[config.mk]
export PLATFORM = sky130hd
export DESIGN_NAME = clkmode_ctrl
export DESIGN_NICKNAME = d
export VERILOG_FILES = /design/src/rtl/clkmode_pkg.sv /design/src/rtl/clkmode_refsw.sv /design/src/rtl/clkmode_fll_lock.sv /design/src/rtl/clkmode_gates.sv /design/src/rtl/clkmode_mode_fsm.sv /design/src/rtl/clkmode_ctrl.sv
export SDC_FILE = /design/constraint.sdc
export NUM_CORES = 1
export LEC_CHECK = 0
export ABC_AREA = 1
export BUFFER_PORTS_ARGS = -buffer_cell sky130_fd_sc_hd__buf_2
export CORE_AREA = 2 2 57 59
export DETAILED_ROUTE_END_ITERATION = 8
export DIE_AREA = 0 0 59 61
export GPL_TIMING_DRIVEN = 0
export PLACE_DENSITY_LB_ADDON = 0.08
export REMOVE_ABC_BUFFERS = 1
export SYNTH_ARGS = -nofsm -noshare
export SYNTH_HDL_FRONTEND = slang
export SYNTH_HIERARCHICAL = 1
export SYNTH_SLANG_ARGS = --single-unit
[constraint.sdc]
create_clock -name clk -period 2.1 [get_ports clk]
set_input_delay 0 -clock clk [delete_from_list [all_inputs] [get_ports clk]]
set_output_delay 0 -clock clk [all_outputs]
set_load 0.01 [all_outputs]
[src/rtl/clkmode_pkg.sv]
// Shared types and decode functions for the clock mode controller.
// Assumes select code 2'b11 is reserved and leaves the mode unchanged.
package clkmode_pkg;

    typedef enum logic [3:0] {
        M_FEI  = 4'd0,
        M_FEE  = 4'd1,
        M_FBI  = 4'd2,
        M_FBE  = 4'd3,
        M_BLPI = 4'd4,
        M_BLPE = 4'd5,
        M_PBE  = 4'd6,
        M_PEE  = 4'd7,
        M_PEI  = 4'd8,
        M_STOP = 4'd9
    } mode_e;

    typedef enum logic [1:0] {
        STOP_NORMAL = 2'd0,
        STOP_LLS    = 2'd1,
        STOP_VLPS   = 2'd2,
        STOP_RSVD   = 2'd3
    } stop_e;

    localparam logic [1:0] SEL_ENGAGED = 2'b00;
    localparam logic [1:0] SEL_INT     = 2'b01;
    localparam logic [1:0] SEL_EXT     = 2'b10;

    typedef struct packed {
        logic [1:0] clk_sel;
        logic       ref_sel;
        logic       lp;
        logic       pll_sel;
        logic       pll_clken;
        logic       pll_sten;
        logic       irc_en;
        logic       irc_sten;
        logic       irc_fast;
    } cfg_t;

    localparam cfg_t CFG_RESET = '{clk_sel: SEL_ENGAGED, ref_sel: 1'b1,
                                   default: 1'b0};

    // Mode implied by the select fields and the settled reference.
    function automatic mode_e decode_mode(input logic [1:0] sel, input logic ref_int,
                                          input logic lp, input logic pll_sel,
                                          input mode_e prev);
        mode_e m;
        case (sel)
            SEL_ENGAGED: m = pll_sel ? (ref_int ? M_PEI : M_PEE)
                                     : (ref_int ? M_FEI : M_FEE);
            SEL_INT:     m = lp ? M_BLPI : M_FBI;
            SEL_EXT:     m = lp ? M_BLPE : (pll_sel ? M_PBE : M_FBE);
            default:     m = prev;
        endcase
        return m;
    endfunction

    // Clock-status code shown for a run mode.
    function automatic logic [1:0] status_of(input mode_e m);
        logic [1:0] s;
        case (m)
            M_FEI, M_FEE:         s = 2'b00;
            M_FBI, M_BLPI:        s = 2'b01;
            M_FBE, M_BLPE, M_PBE: s = 2'b10;
            default:              s = 2'b11;
        endcase
        return s;
    endfunction

endpackage

[src/rtl/clkmode_refsw.sv]
// Reference switch tracker: the status bit follows the select bit after
// REF_SW_CYC consecutive cycles of disagreement. A pulse marks the switch.
// Assumes REF_SW_CYC >= 1; a select that flips back restarts the count.
module clkmode_refsw #(
    parameter int REF_SW_CYC = 4
) (
    input  logic clk,
    input  logic rst_n,
    input  logic ref_sel_i,
    output logic ref_st_o,
    output logic flip_o
);
    localparam int CW = $clog2(REF_SW_CYC + 1);
    localparam logic [CW-1:0] LAST = CW'(REF_SW_CYC - 1);

    logic [CW-1:0] cnt_q;
    logic          ref_st_q;

    assign flip_o   = (ref_sel_i != ref_st_q) && (cnt_q == LAST);
    assign ref_st_o = ref_st_q;

    // Count cycles of disagreement and adopt the new reference at the end.
    always_ff @(posedge clk) begin
        if (!rst_n) begin
            ref_st_q <= 1'b1;
            cnt_q    <= '0;
        end else if (ref_sel_i == ref_st_q) begin
            cnt_q <= '0;
        end else if (flip_o) begin
            ref_st_q <= ref_sel_i;
            cnt_q    <= '0;
        end else begin
            cnt_q <= cnt_q + 1'b1;
        end
    end


    // ref_settle_chk
    ref_settle_chk: assert property (@(posedge clk) disable iff (!rst_n)
        (ref_st_q != $past(ref_st_q)) |-> ($past(ref_sel_i) == ref_st_q));

endmodule

[src/rtl/clkmode_fll_lock.sv]
// FLL lock model: lock rises FLL_LOCK_CYC cycles after the FLL is enabled
// or after a reference switch restarts it; it drops while disabled.
// Assumes FLL_LOCK_CYC >= 1.
module clkmode_fll_lock #(
    parameter int FLL_LOCK_CYC = 8
) (
    input  logic clk,
    input  logic rst_n,
    input  logic fll_en_i,
    input  logic flip_i,
    output logic fll_lock_o
);
    localparam int CW = $clog2(FLL_LOCK_CYC + 1);
    localparam logic [CW-1:0] LAST = CW'(FLL_LOCK_CYC - 1);

    logic [CW-1:0] cnt_q;
    logic          lock_q;

    assign fll_lock_o = lock_q;

    // Restart on reference switch or disable, then count up to lock.
    always_ff @(posedge clk) begin
        if (!rst_n) begin
            lock_q <= 1'b0;
            cnt_q  <= '0;
        end else if (flip_i || !fll_en_i) begin
            lock_q <= 1'b0;
            cnt_q  <= '0;
        end else if (!lock_q) begin
            if (cnt_q == LAST) lock_q <= 1'b1;
            else               cnt_q  <= cnt_q + 1'b1;
        end
    end


    // fll_off_unlock_chk
    fll_off_unlock_chk: assert property (@(posedge clk) disable iff (!rst_n)
        !fll_en_i |=> !lock_q);


    // fll_relock_chk
    fll_relock_chk: assert property (@(posedge clk) disable iff (!rst_n)
        $rose(lock_q) |-> ($past(fll_en_i) && !$past(flip_i)));

endmodule

[src/rtl/clkmode_gates.sv]
// Output decode: mode code, clock status and clock enables from the held
// mode, the stop state and the configuration. Purely combinational.
// Assumes the stop kind is only meaningful while in stop.
module clkmode_gates
    import clkmode_pkg::*;
(
    input  mode_e      mode_q_i,
    input  logic       in_stop_i,
    input  stop_e      stop_kind_i,
    input  cfg_t       cfg_i,
    output logic [3:0] mode_o,
    output logic [1:0] clk_st_o,
    output logic       fll_en_o,
    output logic       pll_en_o,
    output logic       irclk_en_o
);
    logic is_blp;
    logic pll_mode;
    logic fll_mode;
    logic irc_keep;

    // Classify the held mode for the enable equations.
    always_comb begin
        is_blp   = (mode_q_i == M_BLPI) || (mode_q_i == M_BLPE);
        pll_mode = (mode_q_i == M_PBE) || (mode_q_i == M_PEE) || (mode_q_i == M_PEI);
        fll_mode = (mode_q_i == M_FEI) || (mode_q_i == M_FEE) ||
                   (mode_q_i == M_FBI) || (mode_q_i == M_FBE);
        irc_keep = cfg_i.irc_en && cfg_i.irc_sten;
    end

    // Select run-time or stop-time enables.
    always_comb begin
        mode_o   = in_stop_i ? 4'(M_STOP) : 4'(mode_q_i);
        clk_st_o = status_of(mode_q_i);
        if (in_stop_i) begin
            fll_en_o   = 1'b0;
            pll_en_o   = (stop_kind_i == STOP_NORMAL) && cfg_i.pll_sten;
            irclk_en_o = irc_keep && ((stop_kind_i == STOP_NORMAL) ||
                                      ((stop_kind_i == STOP_VLPS) && cfg_i.irc_fast));
        end else begin
            fll_en_o   = fll_mode;
            pll_en_o   = pll_mode || (cfg_i.pll_clken && !is_blp);
            irclk_en_o = cfg_i.irc_en;
        end
    end

endmodule

[src/rtl/clkmode_mode_fsm.sv]
// Mode and stop sequencer: holds the configuration fields, the run mode,
// the stop state and the PLL lock flags, and applies the exit overrides.
// Assumes wake and stop requests are single-cycle pulses from the power
// controller; writes and requests arriving at the wrong time are dropped.
module clkmode_mode_fsm
    import clkmode_pkg::*;
(
    input  logic  clk,
    input  logic  rst_n,
    input  logic  cfg_wr_i,
    input  cfg_t  cfg_i,
    input  logic  stop_req_i,
    input  stop_e stop_kind_i,
    input  logic  wake_i,
    input  logic  ref_st_i,
    input  logic  pll_en_i,
    input  logic  pll_locked_i,
    output cfg_t  cfg_o,
    output mode_e mode_q_o,
    output logic  in_stop_o,
    output stop_e stop_kind_o,
    output logic  pll_lock_o,
    output logic  pll_lol_o
);
    cfg_t  cfg_q;
    mode_e mode_q;
    logic  in_stop_q;
    stop_e kind_q;
    logic  lock_q;
    logic  lol_q;

    logic  exit_now;
    logic  enter_now;
    logic  low_stop;
    logic  force_ext;
    logic  force_int;

    // Work out entry, exit and which override the exit applies.
    always_comb begin
        exit_now  = in_stop_q && wake_i;
        enter_now = !in_stop_q && stop_req_i;
        low_stop  = (kind_q != STOP_NORMAL);
        force_ext = exit_now && (mode_q == M_PEE) && (low_stop || !cfg_q.pll_sten);
        force_int = exit_now && (mode_q == M_PEI) && low_stop;
    end

    // Configuration fields: software writes outside stop, overrides on exit.
    always_ff @(posedge clk) begin
        if (!rst_n) begin
            cfg_q <= CFG_RESET;
        end else if (force_ext) begin
            cfg_q.clk_sel <= SEL_EXT;
            if (low_stop) cfg_q.pll_sten <= 1'b0;
        end else if (force_int) begin
            cfg_q.clk_sel  <= SEL_INT;
            cfg_q.pll_sten <= 1'b0;
        end else if (cfg_wr_i && !in_stop_q) begin
            cfg_q <= cfg_i;
        end
    end

    // Run mode register: decoded while running, frozen in stop, forced on exit.
    always_ff @(posedge clk) begin
        if (!rst_n) begin
            mode_q <= M_FEI;
        end else if (force_ext) begin
            mode_q <= decode_mode(SEL_EXT, ref_st_i, cfg_q.lp, cfg_q.pll_sel, mode_q);
        end else if (force_int) begin
            mode_q <= decode_mode(SEL_INT, ref_st_i, cfg_q.lp, cfg_q.pll_sel, mode_q);
        end else if (!in_stop_q) begin
            mode_q <= decode_mode(cfg_q.clk_sel, ref_st_i, cfg_q.lp, cfg_q.pll_sel, mode_q);
        end
    end

    // Stop state and the kind latched at entry.
    always_ff @(posedge clk) begin
        if (!rst_n) begin
            in_stop_q <= 1'b0;
            kind_q    <= STOP_NORMAL;
        end else if (enter_now) begin
            in_stop_q <= 1'b1;
            kind_q    <= stop_kind_i;
        end else if (exit_now) begin
            in_stop_q <= 1'b0;
        end
    end

    // PLL lock flag: quiet clear on forced exit, frozen in stop, else tracks.
    always_ff @(posedge clk) begin
        if (!rst_n)                 lock_q <= 1'b0;
        else if (force_ext || force_int) lock_q <= 1'b0;
        else if (in_stop_q)         lock_q <= lock_q;
        else if (!pll_en_i)         lock_q <= 1'b0;
        else                        lock_q <= pll_locked_i;
    end

    // Sticky loss-of-lock: lock drops while the PLL is running.
    always_ff @(posedge clk) begin
        if (!rst_n)
            lol_q <= 1'b0;
        else if (!in_stop_q && pll_en_i && lock_q && !pll_locked_i)
            lol_q <= 1'b1;
    end

    assign cfg_o       = cfg_q;
    assign mode_q_o    = mode_q;
    assign in_stop_o   = in_stop_q;
    assign stop_kind_o = kind_q;
    assign pll_lock_o  = lock_q;
    assign pll_lol_o   = lol_q;


    // quiet_exit_chk
    quiet_exit_chk: assert property (@(posedge clk) disable iff (!rst_n)
        (in_stop_q && wake_i) |=> (lol_q == $past(lol_q)));


    // cfg_frozen_chk
    cfg_frozen_chk: assert property (@(posedge clk) disable iff (!rst_n)
        (in_stop_q && $past(in_stop_q)) |-> $stable(cfg_q));


    // keep_lock_chk
    keep_lock_chk: assert property (@(posedge clk) disable iff (!rst_n)
        (in_stop_q && wake_i && (kind_q == STOP_NORMAL) && cfg_q.pll_sten)
            |=> (lock_q == $past(lock_q)));

endmodule

[src/rtl/clkmode_ctrl.sv]
// Clock mode stop/exit controller top: ties the reference switch tracker,
// the FLL lock model, the mode sequencer and the output decode together.
// Assumes all inputs are synchronous to clk.
module clkmode_ctrl
    import clkmode_pkg::*;
#(
    parameter int REF_SW_CYC   = 4,
    parameter int FLL_LOCK_CYC = 8
) (
    input  logic       clk,
    input  logic       rst_n,
    input  logic       cfg_wr_i,
    input  logic [1:0] cfg_clk_sel_i,
    input  logic       cfg_ref_sel_i,
    input  logic       cfg_lp_i,
    input  logic       cfg_pll_sel_i,
    input  logic       cfg_pll_clken_i,
    input  logic       cfg_pll_sten_i,
    input  logic       cfg_irc_en_i,
    input  logic       cfg_irc_sten_i,
    input  logic       cfg_irc_fast_i,
    input  logic       stop_req_i,
    input  logic [1:0] stop_kind_i,
    input  logic       wake_i,
    input  logic       pll_locked_i,
    output logic [3:0] mode_o,
    output logic [1:0] clk_sel_o,
    output logic [1:0] clk_st_o,
    output logic       ref_st_o,
    output logic       pll_sten_o,
    output logic       fll_en_o,
    output logic       fll_lock_o,
    output logic       pll_en_o,
    output logic       irclk_en_o,
    output logic       pll_lock_o,
    output logic       pll_lol_o
);
    cfg_t  cfg_in;
    cfg_t  cfg_w;
    mode_e mode_q_w;
    stop_e kind_w;
    logic  in_stop_w;
    logic  ref_st_w;
    logic  flip_w;
    logic  fll_en_w;
    logic  fll_lock_w;
    logic  pll_en_w;
    logic  pll_lock_w;

    // Gather the write fields into one record.
    always_comb begin
        cfg_in.clk_sel   = cfg_clk_sel_i;
        cfg_in.ref_sel   = cfg_ref_sel_i;
        cfg_in.lp        = cfg_lp_i;
        cfg_in.pll_sel   = cfg_pll_sel_i;
        cfg_in.pll_clken = cfg_pll_clken_i;
        cfg_in.pll_sten  = cfg_pll_sten_i;
        cfg_in.irc_en    = cfg_irc_en_i;
        cfg_in.irc_sten  = cfg_irc_sten_i;
        cfg_in.irc_fast  = cfg_irc_fast_i;
    end

    clkmode_refsw #(.REF_SW_CYC(REF_SW_CYC)) u_refsw (
        .clk       (clk),
        .rst_n     (rst_n),
        .ref_sel_i (cfg_w.ref_sel),
        .ref_st_o  (ref_st_w),
        .flip_o    (flip_w)
    );

    clkmode_fll_lock #(.FLL_LOCK_CYC(FLL_LOCK_CYC)) u_fll (
        .clk        (clk),
        .rst_n      (rst_n),
        .fll_en_i   (fll_en_w),
        .flip_i     (flip_w),
        .fll_lock_o (fll_lock_w)
    );

    clkmode_mode_fsm u_fsm (
        .clk          (clk),
        .rst_n        (rst_n),
        .cfg_wr_i     (cfg_wr_i),
        .cfg_i        (cfg_in),
        .stop_req_i   (stop_req_i),
        .stop_kind_i  (stop_e'(stop_kind_i)),
        .wake_i       (wake_i),
        .ref_st_i     (ref_st_w),
        .pll_en_i     (pll_en_w),
        .pll_locked_i (pll_locked_i),
        .cfg_o        (cfg_w),
        .mode_q_o     (mode_q_w),
        .in_stop_o    (in_stop_w),
        .stop_kind_o  (kind_w),
        .pll_lock_o   (pll_lock_w),
        .pll_lol_o    (pll_lol_o)
    );

    clkmode_gates u_gates (
        .mode_q_i    (mode_q_w),
        .in_stop_i   (in_stop_w),
        .stop_kind_i (kind_w),
        .cfg_i       (cfg_w),
        .mode_o      (mode_o),
        .clk_st_o    (clk_st_o),
        .fll_en_o    (fll_en_w),
        .pll_en_o    (pll_en_w),
        .irclk_en_o  (irclk_en_o)
    );

    assign clk_sel_o  = cfg_w.clk_sel;
    assign ref_st_o   = ref_st_w;
    assign pll_sten_o = cfg_w.pll_sten;
    assign fll_en_o   = fll_en_w;
    assign fll_lock_o = fll_lock_w;
    assign pll_en_o   = pll_en_w;
    assign pll_lock_o = pll_lock_w;


    // stop_fll_quiet_chk
    stop_fll_quiet_chk: assert property (@(posedge clk) disable iff (!rst_n)
        (in_stop_w && $past(in_stop_w)) |-> !fll_lock_w);


    // blp_pll_off_chk
    blp_pll_off_chk: assert property (@(posedge clk) disable iff (!rst_n)
        (((mode_q_w == M_BLPI) || (mode_q_w == M_BLPE)) && !in_stop_w) |=> !pll_lock_w);

endmodule

### Word level (Yosys, flattened, before mapping)

Cells that the tools add are included.
Widths: inputs -> output; s select.

* input bits: 18
* register bits after elaboration: 28
* output and inout port bits: 16
* logic and storage cells: 122

* add/sub/neg operators: 2
* mux-type cells: 26
* eq/ne operators: 17
* reductions and logical operators: 52
* bitwise operators: 6

Operator list (count)
* $mux 4: 7
* $eq 4x3->1 const B: 5
* $logic_and 1x1->1: 16
* $mux 1: 12
* $pmux 4 s3: 1
* $logic_or 1x1->1: 11
* $mux 10: 1
* $reduce_or 2->1: 5
* $eq 4x2->1 const B: 2
* $reduce_and 2->1: 4
* $mux 3: 2
* $not 1->1: 6
* $pmux 2 s3: 1
* $reduce_bool 2->1: 3
* $reduce_or 3->1: 2
* $logic_not 1->1: 5
* $reduce_bool 5->1: 1
* $add 4x1->4 const B: 1
* $eq 2x2->1 const B: 2
* $eq 4x1->1 const B: 1
* $eq 4x4->1 const B: 1
* $logic_not 2->1: 2
* $logic_not 4->1: 1
* $mux 2: 2
* 9 further kinds: 9

### Depth between registers and ports, before layout

Gate-level depths: netlist of run 1.

* word-level depth: 9
* mapped depth: 10

### Modules after synthesis

The synthesis of run 1 kept the hierarchy.

By module, submodules not included
* clkmode_mode_fsm: instances 1, cells an instance 132, area an instance 950.9 sq um, sequential area each 380.4 sq um
* clkmode_fll_lock: instances 1, cells an instance 34, area an instance 239.0 sq um, sequential area each 100.1 sq um
* clkmode_refsw: instances 1, cells an instance 21, area an instance 177.7 sq um, sequential area each 80.1 sq um
* clkmode_gates: instances 1, cells an instance 35, area an instance 153.9 sq um, sequential area each 0.0 sq um

### Least setup slack after synthesis of run 1

Ideal clock, no wire load.

* path type: register to register
* from: register u_fsm.cfg_q, in the netlist u_fsm/cfg_o[8]
* to: register u_fsm.mode_q[2] (netlist: u_fsm/mode_q_o[2])
* period minus slack after synthesis: 1.610 ns
* setup time: 0.109 ns
* buffers on the path: 0
* slack: 0.490 ns
* stages on the path, launching flop included: 9
* data arrival time: 1.501 ns
* path through: dfxtp_1 inv_1 ha_1 o21ai_1 nand4_1 nand2_1 clkinv_1 nand2_1 inv_1

* word-level cells in the longest chain between the ends: 5

RTL lines
* from (decl): line clkmode_mode_fsm.sv:25 `cfg_t cfg_q;`
* from (signal assigned): line clkmode_mode_fsm.sv:58 `cfg_q <= cfg_i;`
* $eq 2x2->1 (tied with other cells): line clkmode_pkg.sv:49 `case (sel)`
* $pmux 4 s3: line clkmode_pkg.sv:49
* $mux 4: line clkmode_mode_fsm.sv:70 `end else if (!in_stop_q) begin`
* $mux 4: line clkmode_mode_fsm.sv:68 `end else if (force_int) begin`
* $mux 4: line clkmode_mode_fsm.sv:66 `end else if (force_ext) begin`
* to (signal assigned): line clkmode_mode_fsm.sv:67 `mode_q <= decode_mode(SEL_EXT, ref_st_i, cfg_q.lp, cfg_q.pll_sel, mode_q);`
* to (signal assigned): line clkmode_mode_fsm.sv:69 `mode_q <= decode_mode(SEL_INT, ref_st_i, cfg_q.lp, cfg_q.pll_sel, mode_q);`
* to (signal assigned): line clkmode_mode_fsm.sv:71 `mode_q <= decode_mode(cfg_q.clk_sel, ref_st_i, cfg_q.lp, cfg_q.pll_sel, mode_q);`
* to (decl): line clkmode_mode_fsm.sv:26 `mode_e mode_q;`

Parallel ways exist; a longest one is shown, timed or not. The select of a mux whose other input is x is not followed.
A chain may end at the register's enable or synchronous reset.

### Worst setup path in the final report of run 1

Ends and elaborated chain as after synthesis.

==> key figures, run 1 <==
Drt
  – WL/cell: 10.5 microns
  – Final wirelength: ~3200 microns
  – Vias per cell: 4.91
  – Final ANT Viol Nets: 0
  – # DRC: 0
  – DRT Pass-1 Iters: 4
  – Routed via count: 1492
  – Drt first-iter violations: 53

Floorplan
  – Die extent in y: 61 microns
  – Initial Util: 0.515
  – I/O Pins: 34
  – Site row count: 20
  – Die X: 59 microns
  – Full die area: between 3000 and 4000 sq um
  – Core area: roughly 3000 sq um

Clock network
  – CTS Buffer Depth: 2
  – Hold buffer count at cts: 15
  – TritonCTS clock tree: built
  – Number of gates resized after CTS: 0
  – Root Buffer: clkbuf_4
  – Worst-path clk slew: 150 ps
  – Worst skew pair latency: 320 ps
  – Num Clock Sinks: 28
  – Post-CTS setup buffer count: 0
  – H-tree levels: 1
  – CTS Buf Count: 3

Placed design
  – Detail Placement HPWL: 2260 microns
  – Port bufs: 33
  – Final GP Congestion: 0.777

Global routing
  – Vias in the first global route: approximately 1300
  – Remaining global-route overflow: 0
  – Initial antenna violation count: 0
  – First-pass GRT wire length: 5380 microns
  – GR Util All Layers: 0.195
  – Largest net degree at the start of global routing: 19

Setup path
  – Worst-case reg-to-reg path depth: 8
  – Worst Setup Start Kind: flip-flop
  – Reg2reg end: u_fsm/mode_q_o[2]
  – Crit Path Max Fanout: 7
  – CP Capture Type: flip-flop
  – R2R setup slack: approximately 350 ps
  – Type of the worst setup path: reg2reg
  – FF-to-FF Start: u_fsm/cfg_o[8]
  – Req. time, crit path: 2340 ps
  – Data arrival, critical path: 1990 ps

Timing
  – Final setup fails: 0
  – Crit share post-route: 0.835
  – RSZ-0062 raised after global routing: no
  – Slew Viols, Final: 0
  – WHS: 17.1 ps
  – Least-Margin Pin Slew: approximately 480 ps
  – Relative slew slack: 0.676
  – Hold Vio Cnt, Final: 0
  – F_max: about 0.57 GHz
  – Minimum clock period: 1750 ps
  – Setup TNS: 0 ps
  – Clock Skew: 9.30 ps

Power
  – Leak: 0.952 nW
  – PD cells: 589 nW/um^2
  – Peak supply drop: 0.330 mV

Cells and area
  – Syn-to-layout area delta: 24.4%
  – Number of fill cells: 303
  – Share of layout cells above drive strength 1: 0.210
  – Register area: 561 sq um
  – Nets: 296
  – Area of the multi-input gates: 808 sq um
  – Ant diodes: 0

Synth
  – Seq/Total Area, Yosys: 0.368
  – Mapped Avg Cell Area: a little under 7 sq um
  – Cells after Synth: 222
  – Cell variety after synth: 29
  – Syn Std Cell Area: 1520 sq um
  – Seq cells post-synth: 28
  – Synth warnings: 6

Min path
  – Hold Crit Depth: 2
  – Hold Path Class: in2reg
  – Hold Path Origin: rst_n
  – Hold EP: u_fsm/cfg_o[7]

Status
  – Outcome: finished, final reports clean

Run
  – Max-cap viol count: 0
==> registers in the layout, indices dropped and copies added (netlist names) <==
signal,count
u_fsm/cfg_o,10
u_refsw/ref_st_o,1
u_fsm/mode_q_o,4
u_fsm/pll_lock_o,1
u_fll/fll_lock_o,1
u_fll/cnt_q,4
u_fsm/stop_kind_o,2
u_refsw/cnt_q,3
u_fsm/pll_lol_o,1
u_fsm/in_stop_o,1
==> critical path: stages, from the launching register on <==
cell	delay, ps
dfxtp_1	400
inv_1	80
ha_1	370
o21ai_1	440
nand4_1	150
nand2_1	80
clkinv_1	50
nand2_1	50
inv_1	30
==> power breakdown <==
group	switching, W	internal [W]
logic	0.000141	0.000111
registers	0.0000378	0.000565
clock network	0.000154	0.000106
total	0.000333	0.000782
==> routing by layer <==
metal / global-route usage / vias up / wire length, microns
met3: 0.0256 / 2 / 87
met2: 0.332 / 27 / 1460
met5: 0 / - / 0
met4: 0.0584 / 0 / 18
li1: - / 807 / -
met1: 0.259 / 656 / 1640
==> placed cells by master, fill, tap and decap left out, drive strengths merged, types with 2 or more instances in the layout <==
cell | netlist | routed
o211ai | 2 | 2
buf | 3 | 33
o21ai | 15 | 15
ha | 6 | 6
a31oi | 3 | 3
inv | 34 | 34
dfxtp | 28 | 28
nand3 | 16 | 16
nor3 | 3 | 3
a21oi | 10 | 10
nand4 | 5 | 5
nand2 | 51 | 51
nor2 | 40 | 40
clkbuf | 0 | 4
dlygate4sd3 | 0 | 15
==> how the worst max path moves through the flow <==
stage	startpoint	end	slack [ps]	cells after the start
floorplan	u_fsm/cfg_o[8]	u_fsm/mode_q_o[2]	490	8
finish	u_fsm/cfg_o[8]	u_fsm/mode_q_o[2]	350	8
global placement	u_fsm/cfg_o[8]	u_fsm/mode_q_o[2]	390	8
detailed placement	u_fsm/cfg_o[8]	u_fsm/mode_q_o[2]	380	8
CTS	u_fsm/cfg_o[8]	u_fsm/mode_q_o[2]	350	8
global route	u_fsm/cfg_o[8]	u_fsm/mode_q_o[2]	230	8
==> cell usage after synthesis, drive strengths merged <==
master / instances / area (sq um)
nand2: 51 / 206
nor2: 40 / 175
inv: 34 / 128
dfxtp: 28 / 561
nand3: 16 / 100
o21ai: 15 / 75.1
a21oi: 10 / 53.8
ha: 6 / 75.1
nand4: 5 / 31.3
a31oi: 3 / 18.8
buf: 3 / 21.3
nor3: 3 / 15.0
o211ai: 2 / 20.0
a211oi: 1 / 7.51
a21boi: 1 / 7.51
and3: 1 / 6.26
clkinv: 1 / 3.75
o21a: 1 / 7.51
xor2: 1 / 8.76
==> layout make-up <==
type | instances | share of cell area
multi-input cells | 156 | 0.427
flip-flops and latches | 28 | 0.296
repair buffers | 48 | 0.167
inverters | 35 | 0.0694
well taps | 33 | 0.0218
clock buffers | 4 | 0.0192
==> through the flow <==
step	std cells	area, sq um	setup WS, ps	util	power, W
2_1_floorplan	219	1500	490	-	0.000766
3_3_place_gp	285	1710	392	0.578	0.000840
3_5_place_dp	285	1710	382	0.578	0.000844
4_1_cts	304	1890	353	0.641	0.00113
5_1_grt	304	1890	226	0.641	0.00119
6_report	304	1890	346	0.641	0.00111
==> logic make-up after synthesis <==
logic type | share of synthesized area
buffers and inverters | 0.100
and+or+nand+nor | 0.351
AOI/OAI and AO/OA | 0.125
adders and majority gates | 0.0493
DFF | 0.368
xor gates and xnor gates | 0.00576
Note: power is estimated with default switching activity, not from simulation.
==> inputs of run 2 (changes only) <==
==> constraint.sdc (replaced) <==
create_clock -name clk -period 1.8 [get_ports clk]
set_input_delay 0 -clock clk [delete_from_list [all_inputs] [get_ports clk]]
set_output_delay 0 -clock clk [all_outputs]
set_load 0.01 [all_outputs]
==> run 2 against run 1 <==
Against the previous run: critical path depth stayed put; power is 17% higher; first-iteration DRC count stayed put; sequential cell count stayed put; sequential power is 17% higher; sequential share of layout area is 0.097 points lower; routed wire length is 0.44% higher; critical endpoint unchanged; largest cell class unchanged; largest power group unchanged; highest routed layer unchanged.
==> key figures, run 2 (synthesized netlist as in run 1, its figures left out) <==
Setup path
  – Slowest-stage cell, CP: dfxtp_1
  – Reg2reg end: u_fsm/mode_q_o[2]
  – Worst-case reg-to-reg path depth: 8 (unchanged)
  – Largest delay share family, worst path: flip-flops
  – R2R setup slack: 190 ps (-160 ps)
  – CP Buf/Inv Count: 3 (unchanged)
  – Crit path to: u_fsm/mode_q_o[2]
  – CP Capture Type: flip-flop
  – Worst Setup Start Kind: flip-flop
  – Data arrival, critical path: 1850 ps (-140 ps)
  – CP Cell Sequence: inv_1, ha_1, o21ai_2, nand4_1, nand2_1, clkinv_1, nand2_1, inv_1
  – Critical path's largest stage delay: 400 ps (-40 ps)
  – Type of the worst setup path: reg2reg
  – Crit. path cell count: 8 (unchanged)
  – Critical Path Start: u_fsm/cfg_o[8]
  – FF-to-FF Start: u_fsm/cfg_o[8]
  – Req. time, crit path: 2040 ps (-300 ps)
  – Crit Path Max Fanout: 7 (unchanged)

Timing
  – Final setup fails: 0 (unchanged)
  – F_max: 0.620 GHz (+8.7%)
  – Least-Margin Pin Slew: 391 ps (-90.8 ps)
  – RSZ-0062 raised after global routing: no
  – Slew Viols, Final: 0 (unchanged)
  – Relative slew slack: 0.739 (+0.0624)
  – Setup TNS: 0 ps (unchanged)
  – Hold Vio Cnt, Final: 0 (unchanged)
  – WHS: 15.3 ps (-1.88 ps)
  – Clock Skew: 6.23 ps (-3.06 ps)
  – Minimum clock period: 1610 ps (-141 ps)
  – Final worst setup slack: 187 ps (-159 ps)
  – Crit share post-route: 0.896 (+0.0608)

Cells and area
  – Max reg flops: 10 (unchanged)
  – Share of layout cells above drive strength 1: 0.218 (+0.00738)
  – Ant diodes: 0 (unchanged)
  – Nets: 296 (unchanged)
  – Util after Layout: 0.643 (+0.00212)
  – Most common cell after layout, fill and taps aside: nand2_1
  – Syn-to-layout area delta: 24.8%
  – Most frequent cells in the layout: 46 x nand2_1, 34 x nor2_1, 33 x buf_2

Floorplan
  – Initial Util: 0.515 (unchanged)
  – I/O Pins: 34 (unchanged)
  – Core area: 2950 sq um (unchanged)
  – Full die area: 3600 sq um (unchanged)
  – Die X: 59 microns (unchanged)
  – Site row count: 20 (unchanged)
  – Die extent in y: 61 microns (unchanged)

Placed design
  – Port bufs: 33 (unchanged)
  – Final GP Congestion: 0.777 (unchanged)
  – Detail Placement HPWL: 2260 microns (unchanged)
  – Pre-CTS WS: 82.2 ps (-300 ps)

Drt
  – Final ANT Viol Nets: 0 (unchanged)
  – DRT Pass-1 Iters: 4 (unchanged)
  – # DRC: 0 (unchanged)
  – Vias per cell: 4.91 (about the same)
  – Final wirelength: 3220 microns (+0.44%)
  – WL/cell: 10.6 microns (+0.44%)
  – Drt first-iter violations: 53 (unchanged)
  – Routed via count: 1493 (+0.067%)

Clock network
  – CTS Buf Count: 3 (unchanged)
  – CTS Buffer Depth: 2 (unchanged)
  – Worst-path clk slew: 150 ps (about the same)
  – H-tree levels: 1 (unchanged)
  – Root Buffer: clkbuf_4
  – Num Clock Sinks: 28 (unchanged)
  – TritonCTS clock tree: built
  – Worst skew pair latency: 320 ps (about the same)

Power
  – Pwr Total: 0.00130 W (+17%)
  – Leak: 0.953 nW (+0.15%)
  – Peak supply drop: 0.386 mV (+17%)
  – PD cells: 686 nW/um^2 (+17%)

Min path
  – Hold Path Class: in2reg

Global routing
  – Remaining global-route overflow: 0 (unchanged)
  – Initial antenna violation count: 0 (unchanged)
  – Largest net degree at the start of global routing: 19 (unchanged)
  – GR Util All Layers: 0.195 (unchanged)
  – Vias in the first global route: 1304 (unchanged)
  – First-pass GRT wire length: 5380 microns (unchanged)

Status
  – Outcome: finished, final reports clean

Run
  – Max-cap viol count: 0 (unchanged)
run 2: layer usage:
layer  up-vias  global-route usage  part of all wire
li1        810                   -                 -
met1       656               0.259              0.50
met2        25               0.332              0.46
met3         2              0.0256             0.029
met4         0              0.0584            0.0056
met5         -                   0                 0
run 2: repair_timing:
| action | CTS | global route |
|---|---|---|
| hold buffers | 15 | 0 |
| buffers inserted | 0 | 0 |
| resized for setup | 0 | 2 |
| setup endpoints to repair | 0 | 11 |
| hold endpoints to repair | 15 | 0 |
run 2: final cells by class:
type	instances	area (sq um)
Tap cell	33	41.3
Inverter	35	131
Fill cell	302	1050
Clock buffer	4	36.3
Timing Repair Buffer	48	315
Sequential cell	28	561
Multi-Input combinational cell	156	815
run 2: how the worst min path moves through the flow:
| stage | startpoint | end | slack, ps | cells after the start |
|---|---|---|---|---|
| 6_report | rst_n | u_fsm/cfg_o[7] | 20 | 2 |
| 2_1_floorplan | rst_n | u_fsm/cfg_o[7] | 80 | 1 |
| 4_1_cts | rst_n | u_fsm/cfg_o[7] | 2 | 2 |
| 3_5_place_dp | cfg_ref_sel_i | u_fsm/cfg_o[7] | 210 | 3 |
| 5_1_grt | rst_n | u_fsm/cfg_o[7] | 30 | 2 |
| 3_3_place_gp | cfg_ref_sel_i | u_fsm/cfg_o[7] | 210 | 3 |
run 2: worst reg2reg max path: cells and delay by family, from the launching register on:
kind / cells / cell delay, ps
AO/OA/AOI/OAI: 1 / 320
adder cells (fa/ha/maj): 1 / 380
buffers and inverters: 3 / 160
flip-flops: 1 / 400
AND/OR/NAND/NOR: 3 / 260
run 2: where the power goes:
group | internal (W) | switching, W
Combinational | 0.000131 | 0.000166
Clock | 0.000124 | 0.000180
Sequential | 0.000659 | 0.0000442
Total | 0.000913 | 0.000390
run 2: metrics by stage:
| step | instances | instance area [sq um] |
|---|---|---|
| 5_1_grt | 304 | 1900 |
| 3_5_place_dp | 285 | 1710 |
| 4_1_cts | 304 | 1890 |
| 6_report | 304 | 1900 |
| 2_1_floorplan | 219 | 1500 |
| 3_3_place_gp | 285 | 1710 |
